### config.mk
export PLATFORM = sky130hd
export DESIGN_NAME = link_align_sync
export DESIGN_NICKNAME = d
export VERILOG_FILES = /design/src/rtl/link_align_pkg.sv /design/src/rtl/comma_scan.sv /design/src/rtl/word_aligner.sv /design/src/rtl/link_sync_fsm.sv /design/src/rtl/link_align_sync.sv
export SDC_FILE = /design/constraint.sdc
export NUM_CORES = 1
export LEC_CHECK = 0
export BUFFER_PORTS_ARGS = -buffer_cell sky130_fd_sc_hd__buf_4
export CAP_MARGIN = 20
export CORE_ASPECT_RATIO = 0.7
export CORE_MARGIN = 8
export CORE_UTILIZATION = 60
export DETAILED_ROUTE_END_ITERATION = 10
export PLACE_DENSITY_LB_ADDON = 0.15
export SKIP_CTS_REPAIR_TIMING = 1
export SYNTH_ARGS = -nofsm -noshare
export SYNTH_HDL_FRONTEND = slang
export SYNTH_SLANG_ARGS = --single-unit
### constraint.sdc
create_clock -name clk -period 4.12 [get_ports clk]
set_input_delay 0.206 -clock clk [delete_from_list [all_inputs] [get_ports clk]]
set_output_delay 0.206 -clock clk [all_outputs]
set_load 0.01 [all_outputs]
### src/rtl/link_align_pkg.sv
package link_align_pkg;

  typedef enum logic [1:0] {
    LNK_ACQ   = 2'd0,
    LNK_SYNC  = 2'd1,
    LNK_CHECK = 2'd2
  } link_st_t;

  localparam logic [2:0] CLS_NONE = 3'd0;
  localparam logic [2:0] CLS_IDLE = 3'd1;
  localparam logic [2:0] CLS_CEXT = 3'd2;
  localparam logic [2:0] CLS_DATA = 3'd3;
  localparam logic [2:0] CLS_ERRP = 3'd4;
  localparam logic [2:0] CLS_BAD  = 3'd5;

  localparam int         COMMA_LEN = 7;
  // bit 0 is the first bit on the line
  localparam logic [6:0] COMMA_POS = 7'b1111100;
  localparam logic [6:0] COMMA_NEG = 7'b0000011;

endpackage

### src/rtl/comma_scan.sv
module comma_scan
  import link_align_pkg::*;
#(
  parameter  int WORD_W = 20,
  localparam int WIN_W  = 2 * WORD_W,
  localparam int OFF_W  = $clog2(WORD_W)
) (
  input  logic [WIN_W-1:0]  win,
  output logic [WORD_W-1:0] hits,
  output logic              found,
  output logic [OFF_W-1:0]  first_off
);

  for (genvar k = 0; k < WORD_W; k++) begin : g_win
    assign hits[k] = (win[k +: COMMA_LEN] == COMMA_POS) ||
                     (win[k +: COMMA_LEN] == COMMA_NEG);
  end

  assign found = |hits;

  // lowest matching position wins
  always_comb begin
    first_off = '0;
    for (int k = WORD_W - 1; k >= 0; k--) begin
      if (hits[k]) first_off = OFF_W'(k);
    end
  end

endmodule

### src/rtl/word_aligner.sv
module word_aligner
  import link_align_pkg::*;
#(
  parameter  int SYM_W  = 10,
  localparam int WORD_W = 2 * SYM_W,
  localparam int OFF_W  = $clog2(WORD_W)
) (
  input  logic              clk,
  input  logic              rst,
  input  logic [WORD_W-1:0] raw_word,
  input  logic              realign_en,
  output logic [SYM_W-1:0]  sym_lo,
  output logic [SYM_W-1:0]  sym_hi,
  output logic [OFF_W-1:0]  align_off,
  output logic              comma_at_cur
);

  logic [WORD_W-1:0]   prev_q;
  logic [OFF_W-1:0]    off_q;
  logic [WORD_W-1:0]   out_q;
  logic [2*WORD_W-1:0] win;
  logic [WORD_W-1:0]   hits;
  logic                found;
  logic [OFF_W-1:0]    first_off;
  logic [OFF_W-1:0]    sel;
  logic [WORD_W-1:0]   cand [WORD_W];

  assign win = {raw_word, prev_q};

  comma_scan #(.WORD_W(WORD_W)) i_scan (
    .win       (win),
    .hits      (hits),
    .found     (found),
    .first_off (first_off)
  );

  for (genvar k = 0; k < WORD_W; k++) begin : g_cand
    assign cand[k] = win[k +: WORD_W];
  end

  assign sel          = (realign_en && found) ? first_off : off_q;
  assign comma_at_cur = hits[off_q];

  always_ff @(posedge clk) begin
    if (rst) begin
      prev_q <= '0;
      off_q  <= '0;
      out_q  <= '0;
    end else begin
      prev_q <= raw_word;
      off_q  <= sel;
      out_q  <= cand[sel];
    end
  end

  assign sym_lo    = out_q[SYM_W-1:0];
  assign sym_hi    = out_q[WORD_W-1:SYM_W];
  assign align_off = off_q;

  // a frozen boundary never moves
  assert_hold_off_R9: assert property (@(posedge clk) disable iff (rst)
    !realign_en |=> align_off == $past(align_off));

  // offset stays within the word
  assert_off_range_R2: assert property (@(posedge clk) disable iff (rst)
    align_off < OFF_W'(WORD_W));

endmodule

### src/rtl/link_sync_fsm.sv
module link_sync_fsm
  import link_align_pkg::*;
#(
  parameter  int ACQ_IDLES = 3,
  parameter  int CHK_GOOD  = 4,
  parameter  int CHK_BAD   = 3,
  localparam int ACQ_CW    = $clog2(ACQ_IDLES + 1),
  localparam int GOOD_CW   = $clog2(CHK_GOOD + 1),
  localparam int BAD_CW    = $clog2(CHK_BAD + 1)
) (
  input  logic       clk,
  input  logic       rst,
  input  logic [2:0] word_cls,
  input  logic       comma_at_cur,
  output logic [1:0] link_state,
  output logic       sync_lost,
  output logic       realign_en
);

  link_st_t           st_q, st_n;
  logic [ACQ_CW-1:0]  acq_q, acq_n;
  logic [GOOD_CW-1:0] good_q, good_n;
  logic [BAD_CW-1:0]  bad_q, bad_n;
  logic               lost_q, lost_n;
  logic               rlg_q, rlg_n;
  logic               is_fill, is_pay, is_bad, is_valid;

  assign is_fill  = (word_cls == CLS_IDLE) || (word_cls == CLS_CEXT);
  assign is_pay   = (word_cls == CLS_DATA) || (word_cls == CLS_ERRP);
  assign is_bad   = (word_cls >= CLS_BAD);
  assign is_valid = is_fill || is_pay;

  always_comb begin
    st_n   = st_q;
    acq_n  = acq_q;
    good_n = good_q;
    bad_n  = bad_q;
    lost_n = 1'b0;
    unique case (st_q)
      LNK_ACQ: begin
        if (is_pay) begin
          st_n  = LNK_SYNC;
          acq_n = '0;
        end else if (is_fill) begin
          if (acq_q == ACQ_CW'(ACQ_IDLES - 1)) begin
            st_n  = LNK_SYNC;
            acq_n = '0;
          end else begin
            acq_n = acq_q + ACQ_CW'(1);
          end
        end else if (is_bad) begin
          acq_n = '0;
        end
      end
      LNK_SYNC: begin
        if (is_bad) begin
          st_n   = LNK_CHECK;
          good_n = '0;
          bad_n  = '0;
        end
      end
      LNK_CHECK: begin
        if (is_bad) begin
          good_n = '0;
          if (bad_q == BAD_CW'(CHK_BAD - 1)) begin
            st_n   = LNK_ACQ;
            bad_n  = '0;
            acq_n  = '0;
            lost_n = 1'b1;
          end else begin
            bad_n = bad_q + BAD_CW'(1);
          end
        end else if (is_valid) begin
          if (good_q == GOOD_CW'(CHK_GOOD - 1)) begin
            st_n   = LNK_SYNC;
            good_n = '0;
          end else begin
            good_n = good_q + GOOD_CW'(1);
          end
        end
      end
      default: st_n = LNK_ACQ;
    endcase
  end

  always_comb begin
    rlg_n = rlg_q;
    if (st_n == LNK_ACQ && st_q != LNK_ACQ) rlg_n = 1'b1;
    else if (st_q != LNK_ACQ && comma_at_cur) rlg_n = 1'b0;
  end

  always_ff @(posedge clk) begin
    if (rst) begin
      st_q   <= LNK_ACQ;
      acq_q  <= '0;
      good_q <= '0;
      bad_q  <= '0;
      lost_q <= 1'b0;
      rlg_q  <= 1'b1;
    end else begin
      st_q   <= st_n;
      acq_q  <= acq_n;
      good_q <= good_n;
      bad_q  <= bad_n;
      lost_q <= lost_n;
      rlg_q  <= rlg_n;
    end
  end

  assign link_state = st_q;
  assign sync_lost  = lost_q;
  assign realign_en = rlg_q;

  assert_legal_state_R1: assert property (@(posedge clk) disable iff (rst)
    link_state != 2'd3);

  assert_acq_bad_holds_R4: assert property (@(posedge clk) disable iff (rst)
    (st_q == LNK_ACQ && is_bad) |=> st_q == LNK_ACQ);

  assert_acq_payload_R5: assert property (@(posedge clk) disable iff (rst)
    (st_q == LNK_ACQ && is_pay) |=> st_q == LNK_SYNC);

  assert_sync_bad_R6: assert property (@(posedge clk) disable iff (rst)
    (st_q == LNK_SYNC && is_bad) |=> st_q == LNK_CHECK);

  assert_sync_no_drop_R6: assert property (@(posedge clk) disable iff (rst)
    st_q == LNK_SYNC |=> st_q != LNK_ACQ);

  assert_lost_pulse_R8: assert property (@(posedge clk) disable iff (rst)
    sync_lost |=> !sync_lost);

  assert_lost_in_acq_R8: assert property (@(posedge clk) disable iff (rst)
    sync_lost |-> st_q == LNK_ACQ);

  assert_acq_realign_R10: assert property (@(posedge clk) disable iff (rst)
    st_q == LNK_ACQ |-> realign_en);

endmodule

### src/rtl/link_align_sync.sv
module link_align_sync #(
  parameter  int SYM_W     = 10,
  parameter  int ACQ_IDLES = 3,
  parameter  int CHK_GOOD  = 4,
  parameter  int CHK_BAD   = 3,
  localparam int WORD_W    = 2 * SYM_W,
  localparam int OFF_W     = $clog2(WORD_W)
) (
  input  logic              clk,
  input  logic              rst,
  input  logic [WORD_W-1:0] raw_word,
  input  logic [2:0]        word_cls,
  output logic [SYM_W-1:0]  sym_lo,
  output logic [SYM_W-1:0]  sym_hi,
  output logic [OFF_W-1:0]  align_off,
  output logic [1:0]        link_state,
  output logic              sync_lost,
  output logic              realign_en
);

  logic comma_at_cur;

  word_aligner #(.SYM_W(SYM_W)) i_aligner (
    .clk          (clk),
    .rst          (rst),
    .raw_word     (raw_word),
    .realign_en   (realign_en),
    .sym_lo       (sym_lo),
    .sym_hi       (sym_hi),
    .align_off    (align_off),
    .comma_at_cur (comma_at_cur)
  );

  link_sync_fsm #(
    .ACQ_IDLES (ACQ_IDLES),
    .CHK_GOOD  (CHK_GOOD),
    .CHK_BAD   (CHK_BAD)
  ) i_fsm (
    .clk          (clk),
    .rst          (rst),
    .word_cls     (word_cls),
    .comma_at_cur (comma_at_cur),
    .link_state   (link_state),
    .sync_lost    (sync_lost),
    .realign_en   (realign_en)
  );

endmodule

==> metrics.csv <==
metric;value;unit
wl_met2;5.92;mm
vias;4608;
syn-cell-area;4650;µm²
status;finished clean;
hp-start;raw_word[18];
synth_edf_count;0;
cts_buffers;5;
finalPower;1590;µW
grt_pass1_vias;4157;
fin_crit;3.87;ns
cts_tree;built;
placedInstanceArea;5140;µm²
synth-seq-cells;56;
area_growth;13.0;%
h-tree-depth;2;
num_rows;27;
dieArea;10900;µm²
highest_layer;met4;
start_util;60.4;%
synth_ff_type;dfxtp_1;
final_area;5260;µm²
async_flop_share;0;%
rsz0062_at_grt;no;
slew_headroom;48.9;%
startpoint;i_aligner.prev_q[14]$_SDFF_PP0_;
yosysSeqAreaShare;24.1;%
grt_start_max_net_pins;38;
ant_nets;0;
gr-usage-all-layers;25.7;%
worstHoldPathType;primary input to flop;
yosys_warnings;0;
antenna_found_initial;0;
r2r-start;i_aligner.prev_q[14]$_SDFF_PP0_;
slew_violations;0;
tns;0;ns
critPathArrivalTime;4.11;ns
ios;54;
synthCells;553;
start_kind;flop;
core_area;7700;µm²
root_buffer;clkbuf_8;
drt_wl_total;14.1;mm
fin_nets;618;
required;4.36;ns
vias_per_cell;6.68;
drive_gt1_share;19.5;%
dp_hpwl;10.7;mm
fp.dieW;121;µm
timing.fmax;258;MHz
final_hold_viol_count;0;
finalSetupViolCount;0;
endpoint_kind;flop;
worstMarginPinSlew;0.765;ns
io_buffers;53;
crit_type;flop to flop;
diodes;0;
drt_pre_antenna_iters;5;
worstPathMaxFanout;15;
numClockSinks;56;
routedWlPerCell;20.4;µm
syn-num-nets;583;
period_share;93.9;%
wl_met1;6.59;mm
maxCapViolCount;0;
p_leak;0.00243;µW
dr_wl_met3;1.48;mm
dieHeight;89.7;µm
fin_skew;0.00977;ns
clkTransAtPathRegs;0.11;ns
grt_pass1_wl;22.3;mm
drc;0;
cts.path.max_buffers;2;
peakVddDrop;0.000179;V
place_congestion;0.921;
p_per_area;302;nW/µm²
drt_iter0_markers;554;
yosys.cell_types.count;76;
grt-ovfl-total;0;
synth_area_per_cell;8.41;µm²
insertion_delay;0.32;ns
## cell type report
| cell class | count | area, µm² |
|---|---|---|
| multi-input cells | 442 | 3290 |
| repair buffers | 74 | 593 |
| clock buffers | 7 | 86.3 |
| flip-flops and latches | 56 | 1120 |
| fillers | 623 | 2450 |
| clock inverters | 1 | 7.51 |
| well taps | 101 | 126 |
| inverters | 9 | 33.8 |
## metal layers
metal  up-vias  track usage [%]
met3        13             4.62
li1       2150                -
met4         0             5.46
met5         -                0
met1      2181             39.0
met2       264             36.3
## flip-flops by register name (all words and copies together) (netlist names)
name / flops
i_aligner.prev_q: 20
i_fsm.acq_q: 2
i_fsm.link_state: 2
i_fsm.good_q: 3
i_aligner.align_off: 5
i_fsm.sync_lost: 1
i_fsm.bad_q: 2
i_aligner.out_q: 20
i_fsm.realign_en: 1
## path summary, 6_finish.rpt
path                                                        end  slack (ns)  cells after the start
worst max-delay path              i_aligner.out_q[2]$_SDFF_PP0_        0.25                     13
worst min-delay path            i_aligner.prev_q[18]$_SDFF_PP0_        0.11                      2
worst max register to register    i_aligner.out_q[2]$_SDFF_PP0_        0.25                     13
worst min register to register      i_fsm.acq_q[1]$_SDFFE_PP0P_        0.48                      2
## cell usage in the layout (no fill, tap or decap), drive strengths merged, types with 10 or more instances in the layout
| cell type | instances |
|---|---|
| a21oi | 14 |
| mux2 | 14 |
| nand3 | 17 |
| mux2i | 86 |
| o21ai | 26 |
| and2 | 10 |
| a22oi | 21 |
| nor2b | 27 |
| nor3 | 17 |
| buf | 74 |
| nand2 | 48 |
| dfxtp | 56 |
| nor2 | 32 |
## through the flow
stage,setup slack [ns],utilization [%],hold slack [ns],instances
finish,0.251,68.2,0.109,690
detailed placement,0.226,66.7,0.439,681
floorplan,0.861,-,0.334,553
CTS,0.208,68.0,0.105,689
global route,0.0631,68.2,0.106,690
global placement,0.317,66.7,0.435,681
## synthesized netlist by cell type (4+ instances only)
cell	count	area share, %
nand3_1	17	1.8
nor3_1	16	1.7
nor4_1	7	0.94
nor3b_1	5	0.81
clkbuf_1	21	1.7
buf_4	5	0.81
and2_1	10	1.3
a21oi_1	14	1.5
mux4_2	5	2.4
buf_2	17	1.8
mux2_2	14	3.4
dfxtp_1	56	24
o31ai_1	4	0.65
nor2_1	32	2.6
nor2b_1	27	3.6
nand4_1	9	1.2
a31oi_1	6	0.81
o32a_1	4	0.86
nand3b_1	4	0.65
ha_1	5	1.3
a211oi_1	6	0.97
mux2i_1	85	18
inv_1	9	0.73
a22oi_1	21	3.4
and3b_1	6	1.1
nand2b_1	6	0.81
o21ai_0	16	1.7
o21ai_1	10	1.1
nand2_1	48	3.9
## cells by family (layout without fill, tap and decap cells)
logic type / after synthesis / count (layout) / synth area share (%)
and+or+nand+nor: 214 / 214 / 25.4
buffers and inverters: 55 / 91 / 5.81
DFF: 56 / 56 / 24.1
xor gates and xnor gates: 1 / 1 / 0.188
adders and majority gates: 5 / 5 / 1.34
muxes: 105 / 105 / 24.4
AOI/OAI and AO/OA: 117 / 117 / 18.7
## power by group
| part | total [µW] | switching (µW) | leakage, µW | internal [µW] |
|---|---|---|---|---|
| Combinational | 617 | 340 | 0.00192 | 278 |
| Sequential | 638 | 49.7 | 0.000461 | 588 |
| Clock | 333 | 195 | 0.0000445 | 138 |
| Total | 1590 | 585 | 0.00243 | 1000 |
## critical path, stage by stage, from the launching register on
cell,delay [ns]
dfxtp_1,0.65
and3b_1,0.24
a22oi_1,0.39
nand3_1,0.12
or3_1,0.32
a311oi_1,0.44
a32oi_4,0.17
buf_12,0.17
buf_12,0.15
mux2i_1,0.14
mux2_2,0.32
mux2i_1,0.32
nor2_1,0.09
o32ai_2,0.26
No activity file was read; power rests on OpenSTA's default activity.
